`config.mk`:
```
export PLATFORM = sky130hd
export DESIGN_NAME = ign_fault_mon
export DESIGN_NICKNAME = d
export VERILOG_FILES = /design/src/rtl/ign_fault_pkg.sv /design/src/rtl/ign_sync.sv /design/src/rtl/ign_fault_rule.sv /design/src/rtl/ign_blank.sv /design/src/rtl/ign_fault_mon.sv
export SDC_FILE = /design/constraint.sdc
export NUM_CORES = 1
export LEC_CHECK = 0
export BUFFER_PORTS_ARGS = -buffer_cell sky130_fd_sc_hd__buf_2
export CORE_MARGIN = 4
export CORE_UTILIZATION = 40
export DETAILED_ROUTE_END_ITERATION = 6
export PLACE_DENSITY = 0.56
export SLEW_MARGIN = 0
export SYNTH_ARGS = -nofsm -noshare
export SYNTH_HDL_FRONTEND = slang
export SYNTH_SLANG_ARGS = --single-unit
```
`constraint.sdc`:
```
create_clock -name clk -period 4.9 [get_ports clk]
set_input_delay 0.98 -clock clk [delete_from_list [all_inputs] [get_ports clk]]
set_output_delay 0.98 -clock clk [all_outputs]
set_load 0.05 [all_outputs]
```
`src/rtl/ign_fault_pkg.sv`:
```
package ign_fault_pkg;

   typedef enum logic [1:0] {
      DRV_HIZ = 2'd0,
      DRV_OFF = 2'd1,
      DRV_ON  = 2'd2
   } drv_mode_e;

   // High impedance takes priority over the enable.
   function automatic drv_mode_e drv_mode(input logic hiz, input logic en);
      if (hiz)     return DRV_HIZ;
      else if (en) return DRV_ON;
      else         return DRV_OFF;
   endfunction

endpackage

```
`src/rtl/ign_sync.sv`:
```
module ign_sync #(
   parameter int W      = 4,
   parameter int STAGES = 2
) (
   input  logic         clk,
   input  logic         rst_n,
   input  logic [W-1:0] d_i,
   output logic [W-1:0] q_o
);

   logic [W-1:0] stage_q [STAGES];

   always_ff @(posedge clk or negedge rst_n) begin
      if (!rst_n) begin
         for (int i = 0; i < STAGES; i++) stage_q[i] <= '0;
      end else begin
         stage_q[0] <= d_i;
         for (int i = 1; i < STAGES; i++) stage_q[i] <= stage_q[i-1];
      end
   end

   assign q_o = stage_q[STAGES-1];

endmodule

```
`src/rtl/ign_fault_rule.sv`:
```
module ign_fault_rule
   import ign_fault_pkg::*;
#(
   parameter int NCH  = 4,
   parameter int SELW = 2
) (
   input  drv_mode_e       mode_i,
   input  logic [NCH-1:0]  above_i,
   input  logic [SELW-1:0] sel_i,
   output logic            fault_o
);

   logic [NCH-1:0] sel_hot;
   logic           any_above;
   logic           others_above;
   logic           sel_low;

   always_comb begin
      sel_hot = '0;
      for (int i = 0; i < NCH; i++) sel_hot[i] = (sel_i == SELW'(i));
   end

   assign any_above    = |above_i;
   assign others_above = |(above_i & ~sel_hot);
   assign sel_low      = ~|(above_i & sel_hot);

   always_comb begin
      unique case (mode_i)
         DRV_HIZ: fault_o = any_above;                  // open load or battery short
         DRV_OFF: fault_o = any_above;                  // battery short
         DRV_ON:  fault_o = sel_low & ~others_above;    // ground short, masked by any high pin
         default: fault_o = 1'b0;
      endcase
   end

endmodule

```
`src/rtl/ign_blank.sv`:
```
module ign_blank #(
   parameter bit          BLANK_EN  = 1'b1,
   parameter int          BLANK_CYC = 400,
   parameter int          KW        = 4,
   parameter logic [KW-1:0] KEY_RST = '0
) (
   input  logic          clk,
   input  logic          rst_n,
   input  logic [KW-1:0] key_i,
   output logic          hold_o
);

   localparam int CW = $clog2(BLANK_CYC + 1);

   if (BLANK_EN) begin : g_blank
      logic [KW-1:0] key_q;
      logic [CW-1:0] cnt_q;
      logic          chg;

      assign chg    = (key_i != key_q);
      assign hold_o = chg | (cnt_q != '0);

      always_ff @(posedge clk or negedge rst_n) begin
         if (!rst_n) begin
            key_q <= KEY_RST;
            cnt_q <= '0;
         end else begin
            key_q <= key_i;
            if (chg)               cnt_q <= CW'(BLANK_CYC - 1);
            else if (cnt_q != '0)  cnt_q <= cnt_q - 1'b1;
         end
      end
   end else begin : g_pass
      logic unused_inputs;
      assign unused_inputs = ^{key_i, clk, rst_n};
      assign hold_o        = 1'b0;
   end

endmodule

```
`src/rtl/ign_fault_mon.sv`:
```
module ign_fault_mon
   import ign_fault_pkg::*;
#(
   parameter int NCH         = 4,
   parameter int SYNC_STAGES = 2,
   parameter bit BLANK_EN    = 1'b1,
   parameter int BLANK_CYC   = 400,
   parameter int SELW        = $clog2(NCH)
) (
   input  logic            clk,
   input  logic            rst_n,
   input  logic [NCH-1:0]  above_i,
   input  logic            hiz_i,
   input  logic            en_i,
   input  logic [SELW-1:0] sel_i,
   output logic            fault_n_o,
   output logic            fault_filt_n_o
);

   localparam int KW = SELW + 2;
   localparam logic [KW-1:0] KEY_RST = {1'b1, 1'b0, {SELW{1'b0}}};

   if (NCH < 2)              begin : g_bad_nch   $error("NCH must be at least 2");            end
   if (SELW != $clog2(NCH))  begin : g_bad_selw  $error("SELW must equal clog2(NCH)");       end
   if (SYNC_STAGES < 1)      begin : g_bad_sync  $error("SYNC_STAGES must be at least 1");   end
   if (BLANK_EN && BLANK_CYC < 1) begin : g_bad_blank $error("BLANK_CYC must be at least 1"); end

   logic [NCH-1:0] above_s;
   drv_mode_e      mode_c;
   logic           fault_c;
   logic           hold_c;

   ign_sync #(.W(NCH), .STAGES(SYNC_STAGES)) u_sync (
      .clk   (clk),
      .rst_n (rst_n),
      .d_i   (above_i),
      .q_o   (above_s)
   );

   assign mode_c = drv_mode(hiz_i, en_i);

   ign_fault_rule #(.NCH(NCH), .SELW(SELW)) u_rule (
      .mode_i  (mode_c),
      .above_i (above_s),
      .sel_i   (sel_i),
      .fault_o (fault_c)
   );

   ign_blank #(.BLANK_EN(BLANK_EN), .BLANK_CYC(BLANK_CYC), .KW(KW), .KEY_RST(KEY_RST)) u_blank (
      .clk    (clk),
      .rst_n  (rst_n),
      .key_i  ({hiz_i, en_i, sel_i}),
      .hold_o (hold_c)
   );

   always_ff @(posedge clk or negedge rst_n) begin
      if (!rst_n) begin
         fault_n_o      <= 1'b1;
         fault_filt_n_o <= 1'b1;
      end else begin
         fault_n_o      <= ~fault_c;
         fault_filt_n_o <= hold_c ? 1'b1 : ~fault_c;
      end
   end

endmodule

```
==> out/qor.csv, run 1 <==
metric;value;unit
grt_usage;0.105;
antenna_found_initial;0;
wl_met3;61;µm
min_to;u_sync.q_o[2];
yosysUniqueCellTypes;29;
start_util;0.439;
synthCells;68;
syn_nets;79;
critPathTopFamily;flip-flops;
cap_violations;0;
dr.pass1.iters;4;
die-width;55.3;µm
area_delta_synth_final;12.7;%
maxSlewViolCount;0;
fmax;481;MHz
top_layer_used;met4;
numCtsBuffers;3;
crit_path_top_delay_cell;dfstp_2;
rsz0062_at_grt;no;
worst_path_largest_cell_delay;0.54;ns
path_cells;buf_2;
worstSetupPathType;reg -> out;
vias;538;
critical_path.max_fanout;1;
r2r-end;u_blank.g_blank.cnt_q[1];
wl_per_cell;12.3;µm
hold_buffers;0;
dp_cells;105;
worstMarginPinSlew;0.756;ns
postCtsResizedCells;0;
post-route-min-period;2.08;ns
clock_sinks;23;
root_buffer;clkbuf_4;
drc;0;
synth-seq-cells;23;
ys_seq_area_frac;0.647;
crit_path_end_kind;primary output;
reg2reg_depth;6;
synthTopCellsByArea;dfrtp_1, dfstp_2, xnor2_1, xor2_1, nand2b_1;
whs_path_depth;0;
port_buffers;11;
met2WireLength;611;µm
grt_pass1_wl;2.53;mm
finalHoldViolCount;0;
post_cts_buffers;0;
grt_max_degree;24;
clk_latency;0.31;ns
finalPower;0.304;mW
gp_congestion;0.720;
clock_skew;0.00448;ns
row_count;16;
syn_avg_cell_area;13.2;µm²
yosysWarningCount;0;
routed_wl;1.34;mm
critPathRequiredTime;3.92;ns
die_h;55.3;µm
dr.first_iter.drc_count;6;
netlist_area;896;µm²
nets;94;
status;completed;
path_buf_inv;1;
finalNonFillerCells;109;
drive_gt1_frac;0.256;
nFillCells;185;
power.leakage;0.399;nW
core;0.00204;mm²
synth_top_area_cell;dfrtp_1;
finalSetupViolations;0;
overflow;0;
clock_path_buffers;2;
synth_top_area_frac;0.559;
fin_tns_setup;0;ns
grt_pass1_vias;545;
slew_headroom;0.492;
r2r_slack;2.94;ns
powerDensity;301;mW/mm²
htreeDepth;1;
period_share;0.425;
detail_route.vias_per_cell;4.94;
critPathLaunchType;register;
post-dp-hpwl;990;µm
dieArea;0.00306;mm²
cp.arrival;1.10;ns
io_pins;12;
cts.clk_slew.worst_paths;0.13;ns
min_from;u_sync.stage_q[6];
ant_nets;0;
min_path_type;reg -> reg;
ir_drop;0.201;mV
met1_length;641;µm
num_antenna_cells;0;
cts_tree;done;
r2r_start;u_blank.g_blank.cnt_q[0];
## synthesized netlist by cell type
library cell	count
a211oi_1	1
a21oi_1	2
a21oi_2	1
and2_1	1
buf_2	1
dfrtp_1	20
dfstp_2	3
ha_1	1
inv_1	3
mux2i_1	1
nand2_1	4
nand2b_1	3
nand3b_1	1
nor2_1	2
nor3_1	1
nor4_1	2
nor4_2	1
nor4b_1	1
o211ai_1	1
o21ai_0	1
o31ai_1	1
o41ai_1	1
or2b_1	1
or3_1	1
or3_4	1
or4_1	2
or4b_1	1
xnor2_1	5
xor2_1	4
## worst max-delay path by stage
stage                         start                       end  slack (ns)  cells after the start
after detailed placement   sel_i[1]  u_blank.g_blank.cnt_q[4]        2.54                      5
after global routing       sel_i[1]  u_blank.g_blank.cnt_q[4]        2.69                      5
after global placement     sel_i[1]  u_blank.g_blank.cnt_q[6]        2.58                      5
after floorplan            sel_i[1]  u_blank.g_blank.cnt_q[5]        2.95                      4
after CTS                 fault_n_o                 fault_n_o        2.80                      1
final                     fault_n_o                 fault_n_o        2.82                      1
## cells by family (layout without fill, tap and decap cells)
group | Yosys count | in the layout | share of synthesized area
xor+xnor | 9 | 9 | 0.0880
fa+ha+maj | 1 | 1 | 0.0140
mux | 1 | 1 | 0.0112
simple gates | 22 | 22 | 0.161
compound gates | 8 | 8 | 0.0615
buf+inv | 4 | 18 | 0.0182
flops | 23 | 23 | 0.647
## metrics by stage
| step | setup WS (ns) | hold slack [ns] | instance area (µm²) | util |
|---|---|---|---|---|
| detailed placement | 2.54 | 0.335 | 980 | 0.480 |
| global placement | 2.58 | 0.333 | 980 | 0.480 |
| floorplan | 2.95 | 0.331 | 896 | - |
| global route | 2.69 | 0.378 | 1010 | 0.494 |
| finish | 2.82 | 0.363 | 1010 | 0.494 |
| CTS | 2.80 | 0.365 | 1010 | 0.494 |
## power by group
group	total, mW	leakage [nW]	switching, mW	internal (mW)
clock	0.0871	0.0139	0.0560	0.0311
combinational	0.0183	0.131	0.0119	0.00644
sequential	0.199	0.254	0.00192	0.197
total	0.304	0.399	0.0698	0.234
## metal layers
layer,GRT usage,vias up
met5,0,-
li1,-,264
met2,0.147,13
met1,0.147,257
met4,0.0625,0
met3,0.0233,4
## cell usage in the layout, fill, tap and decap left out, drive strengths merged, types with 2 or more instances in the layout
cell type	n
or4	2
clkbuf	3
buf	11
inv	3
xnor2	5
nor4	3
nor2	2
xor2	4
dfrtp	20
dfstp	3
nand2b	3
or3	2
a21oi	3
nand2	4
## final cells by class
cell class | instances | area, µm² | area share
sequential | 23 | 579 | 0.574
multi-input combinational | 41 | 300 | 0.297
timing repair buffer | 11 | 55.1 | 0.0545
tap | 27 | 33.8 | 0.0335
clock buffer | 3 | 22.5 | 0.0223
inverter | 3 | 11.3 | 0.0112
clock inverter | 1 | 7.51 | 0.00743
## sequential cells by signal, indices dropped and copies added (netlist names)
| register | cells |
|---|---|
| u_blank.g_blank.cnt_q | 9 |
| u_blank.g_blank.key_q | 4 |
| u_sync.q_o | 4 |
| u_sync.stage_q | 4 |
| fault_filt_n_o | 1 |
| fault_n_o | 1 |
(Power assumes the default switching activity.)
==> run 2: changes to the inputs <==
- PLACE_DENSITY: 0.56 -> 0.58
- clock period: 4.9 -> 1.7 ns (I/O delays scaled with it)
==> out/qor.csv, run 2 (same netlist as run 1, synthesis figures left out) <==
metric;value;unit
rsz0062_at_grt;yes;
gp_congestion;0.774;
antenna_found_initial;0;
dr.first_iter.drc_count;8;
min_path_type;in -> reg;
grt_pass1_wl;2.54;mm
crit_path_start;u_blank.g_blank.cnt_q[0];
cp.arrival;1.87;ns
final_core_util;0.532;
critPathRequiredTime;1.94;ns
min_from;above_i[0];
critPathTopFamily;simple AND/OR/NAND/NOR gates;
cap_violations;0;
row_count;16;
critical_path.max_fanout;3;
finalSetupViolations;0;
clock_skew;0.00366;ns
port_buffers;11;
power.leakage;0.452;nW
vias;565;
num_antenna_cells;0;
nFillCells;183;
overflow;0;
area_delta_synth_final;21.4;%
start_util;0.439;
path_buf_inv;0;
slew_headroom;0.676;
maxSlewViolCount;0;
largest_reg_flops;9;
dr.pass1.iters;4;
drc;0;
dp_cells;109;
fin_tns_setup;0;ns
post-dp-hpwl;1.02;mm
finalHoldViolCount;0;
root_buffer;clkbuf_4;
period_share;0.959;
die_h;55.3;µm
dieArea;0.00306;mm²
largest-register;u_blank.g_blank.cnt_q;
worstMarginPinSlew;0.485;ns
ant_nets;0;
crit_path_end_kind;register;
drive_gt1_frac;0.341;
clock_path_buffers;2;
htreeDepth;1;
finalNonFillerCells;115;
post-route-min-period;1.63;ns
final_cell_mix;dfrtp_1, buf_2, xnor2_1, buf_4;
path_cells;or3_4, a21oi_2, or4b_1, a21oi_1;
grt_max_degree;24;
worst_path_largest_cell_delay;0.45;ns
ir_drop;0.573;mV
final_common_cell;dfrtp_1;
clk_latency;0.30;ns
clock_sinks;23;
detail_route.vias_per_cell;4.91;
routed_wl;1.49;mm
regArea;579;µm²
nets;100;
cts.clk_slew.worst_paths;0.12;ns
cts_tree;done;
worstSetupPathType;reg -> reg;
grt_pass1_vias;580;
status;completed;
critPathLaunchType;register;
r2r_start;u_blank.g_blank.cnt_q[0];
wl_per_cell;12.9;µm
multi_input_area;330;µm²
core;0.00204;mm²
numCtsBuffers;3;
grt_usage;0.104;
io_pins;12;
die-width;55.3;µm
powerDensity;805;mW/mm²
fmax;614;MHz
crit_path_top_delay_cell;or4b_1;
-- run 2: worst register-to-register path: stages (launching register included) --
cell and delay, ns:
dfrtp_1 0.41, or3_4 0.41, a21oi_2 0.17, or4b_1 0.45
a21oi_1 0.13
-- run 2: power breakdown --
group | switching, mW | leakage (nW) | internal (mW)
combinational | 0.0353 | 0.183 | 0.0230
clock | 0.155 | 0.0139 | 0.0895
sequential | 0.00561 | 0.254 | 0.567
-- run 2: layer usage --
layer,track usage,vias up,share of wire
met5,0,-,0
met2,0.159,12,0.48
li1,-,274,-
met4,0.0417,0,0.0087
met3,0.0396,2,0.048
met1,0.131,277,0.46
-- run 2: worst paths after layout --
kind | slack (ns) | end | cells after the start
min in group asynchronous | 0.51 | u_blank.g_blank.cnt_q[6] | 2
hold reg to reg | 0.36 | u_sync.q_o[0] | 0
hold / removal | 0.13 | u_sync.stage_q[4] | 1
setup / recovery | 0.07 | u_blank.g_blank.cnt_q[5] | 4
setup reg to reg | 0.07 | u_blank.g_blank.cnt_q[5] | 4
max in group asynchronous | 0.84 | fault_n_o | 2
-- run 2: cell type report --
type / instances / share of cell area
Clock buffer: 3 / 0.0207
Sequential cell: 23 / 0.533
Clock inverter: 1 / 0.00690
Timing Repair Buffer: 17 / 0.0944
Multi-Input combinational cell: 41 / 0.304
Tap cell: 27 / 0.0311
Inverter: 3 / 0.0104
-- run 2: timing repair --
action                     CTS  global route
pin swaps                    0             2
gates resized for setup      1             4
buffers inserted             0             1
setup endpoints to repair    5             3
hold buffers                 1             0
hold endpoints to repair    20             0
-- run 2: metrics by stage --
stage          instance area (µm²)  setup slack, ns  hold WS, ns  power, mW
5_1_grt                       1090         -0.00436        0.102      0.932
3_5_place_dp                  1010          -0.0984        0.336      0.641
3_3_place_gp                  1010           0.0336        0.331      0.639
2_1_floorplan                  896           0.0308       0.0444      0.608
6_report                      1090           0.0704        0.130      0.875
4_1_cts                       1060           0.0261        0.114      0.894
==> run 3: changes to the inputs <==
- CORE_MARGIN: 4 -> default
- CORE_UTILIZATION: 40 -> 48
- PLACE_DENSITY: 0.58 -> 0.68
- REMOVE_ABC_BUFFERS: default -> 1
==> out/qor.csv, run 3 (same netlist as run 1, synthesis figures left out) <==
metric;value;unit
worstSetupPathType;reg -> reg;
start_util;0.513;
grt_pass1_vias;520;
finalHoldViolCount;0;
drc;0;
cap_violations;0;
dr.first_iter.drc_count;5;
critPathRequiredTime;1.91;ns
dieArea;0.00204;mm²
ant_nets;0;
htreeDepth;1;
ir_drop;0.609;mV
io_pins;12;
detail_route.vias_per_cell;4.88;
clk_latency;0.30;ns
numCtsBuffers;3;
clock_skew;0.00414;ns
worst_path_largest_cell_delay;0.57;ns
post-dp-hpwl;929;µm
die-width;45.2;µm
r2r_slack;0.07;ns
grt_usage;0.148;
cts_tree;done;
clock_path_buffers;2;
path_cells;or4_1, nor3_1, xnor2_1, nand2_1;
cp.arrival;1.83;ns
critPathTopFamily;simple AND/OR/NAND/NOR gates;
finalNonFillerCells;111;
clock_sinks;23;
crit_path_end_kind;register;
antenna_found_initial;0;
whs_path_depth;1;
grt_pass1_wl;2.11;mm
regArea;579;µm²
port_buffers;11;
final_core_util;0.618;
multi_input_area;342;µm²
period_share;0.958;
fmax;614;MHz
slew_headroom;0.675;
dp_cells;106;
num_antenna_cells;0;
area_delta_synth_final;20.4;%
vias;542;
core;0.00175;mm²
overflow;0;
nets;98;
grt_max_degree;24;
drive_gt1_frac;0.349;
final_common_cell;dfrtp_1;
finalSetupViolations;0;
root_buffer;clkbuf_4;
wl_per_cell;12.2;µm
post-route-min-period;1.63;ns
crit_path_top_delay_cell;or4_1;
power.leakage;0.445;nW
row_count;15;
powerDensity;813;mW/mm²
largest-register;u_blank.g_blank.cnt_q;
min_path_type;in -> reg;
die_h;45.2;µm
largest_reg_flops;9;
reg2reg_depth;4;
gp_congestion;0.907;
rsz0062_at_grt;no;
nFillCells;145;
dr.pass1.iters;4;
final_cell_mix;dfrtp_1, buf_2, xnor2_1, xor2_1, nand2_1;
status;completed;
worstMarginPinSlew;0.488;ns
path_depth;4;
routed_wl;1.35;mm
cts.clk_slew.worst_paths;0.12;ns
critPathLaunchType;register;
maxSlewViolCount;0;
path_buf_inv;0;
critical_path.max_fanout;6;
run 3: changes by cell type in the layout (fill, tap and decap cells not counted):
cell        previous run  this run
buf_4                  5         3
a21oi_1                2         1
a21oi_4                0         1
clkinv_2               0         1
clkinvlp_4             1         0
ha_1                   1         0
ha_2                   0         1
nor4_1                 1         2
nor4_2                 2         1
or4b_1                 1         0
or4b_4                 0         1
run 3: cell type report:
type,count,area share
sequential,23,0.537
tap,25,0.0290
inverter,3,0.0104
multi-input combinational,41,0.317
clock inverter,1,0.00464
clock buffer,3,0.0209
timing repair buffer,15,0.0812
run 3: worst paths after layout:
check                                              start                        to
worst max-delay path            u_blank.g_blank.cnt_q[4]  u_blank.g_blank.cnt_q[7]
worst min-delay path                          above_i[1]         u_sync.stage_q[5]
worst max register to register  u_blank.g_blank.cnt_q[4]  u_blank.g_blank.cnt_q[7]
worst min register to register         u_sync.stage_q[6]             u_sync.q_o[2]
max in group asynchronous                          rst_n  u_blank.g_blank.key_q[3]
min in group asynchronous                          rst_n  u_blank.g_blank.cnt_q[0]
run 3: worst reg2reg max path, cell delays in order (launching register included):
cell,delay [ns]
dfrtp_1,0.47
or4_1,0.58
nor3_1,0.27
xnor2_1,0.15
nand2_1,0.07
run 3: power breakdown:
part           switching (mW)  total (mW)  internal [mW]
combinational          0.0351      0.0581         0.0230
sequential            0.00572       0.573          0.567
clock                   0.158       0.246         0.0877
run 3: stage by stage:
| stage | instance area, µm² | TNS (ns) | total power, mW | setup WS, ns | hold slack, ns |
|---|---|---|---|---|---|
| finish | 1080 | 0 | 0.877 | 0.0713 | 0.128 |
| global route | 1080 | 0 | 0.917 | 0.00272 | 0.105 |
| CTS | 1040 | 0 | 0.889 | 0.0364 | 0.118 |
| detailed placement | 1000 | -0.156 | 0.641 | -0.0800 | 0.335 |
| global placement | 1000 | -0.0300 | 0.638 | -0.0231 | 0.329 |
| floorplan | 891 | 0 | 0.608 | 0.0442 | 0.0444 |
run 3: what timing repair did:
item                                    4_1_cts  5_1_grt
buffers inserted                              0        0
hold endpoints to repair                     20        0
hold buffers                                  1        0
gates resized for setup                       1        7
endpoints found under the setup margin        3        3
gates cloned                                  0        0
pin swaps                                     0        3
run 3: routing by layer:
metal | GRT usage | vias to the layer above | share of wire
met4 | 0.0727 | 0 | 0.0074
met1 | 0.187 | 254 | 0.49
met2 | 0.238 | 16 | 0.46
met3 | 0.0360 | 2 | 0.039
li1 | - | 270 | -
met5 | 0 | - | 0
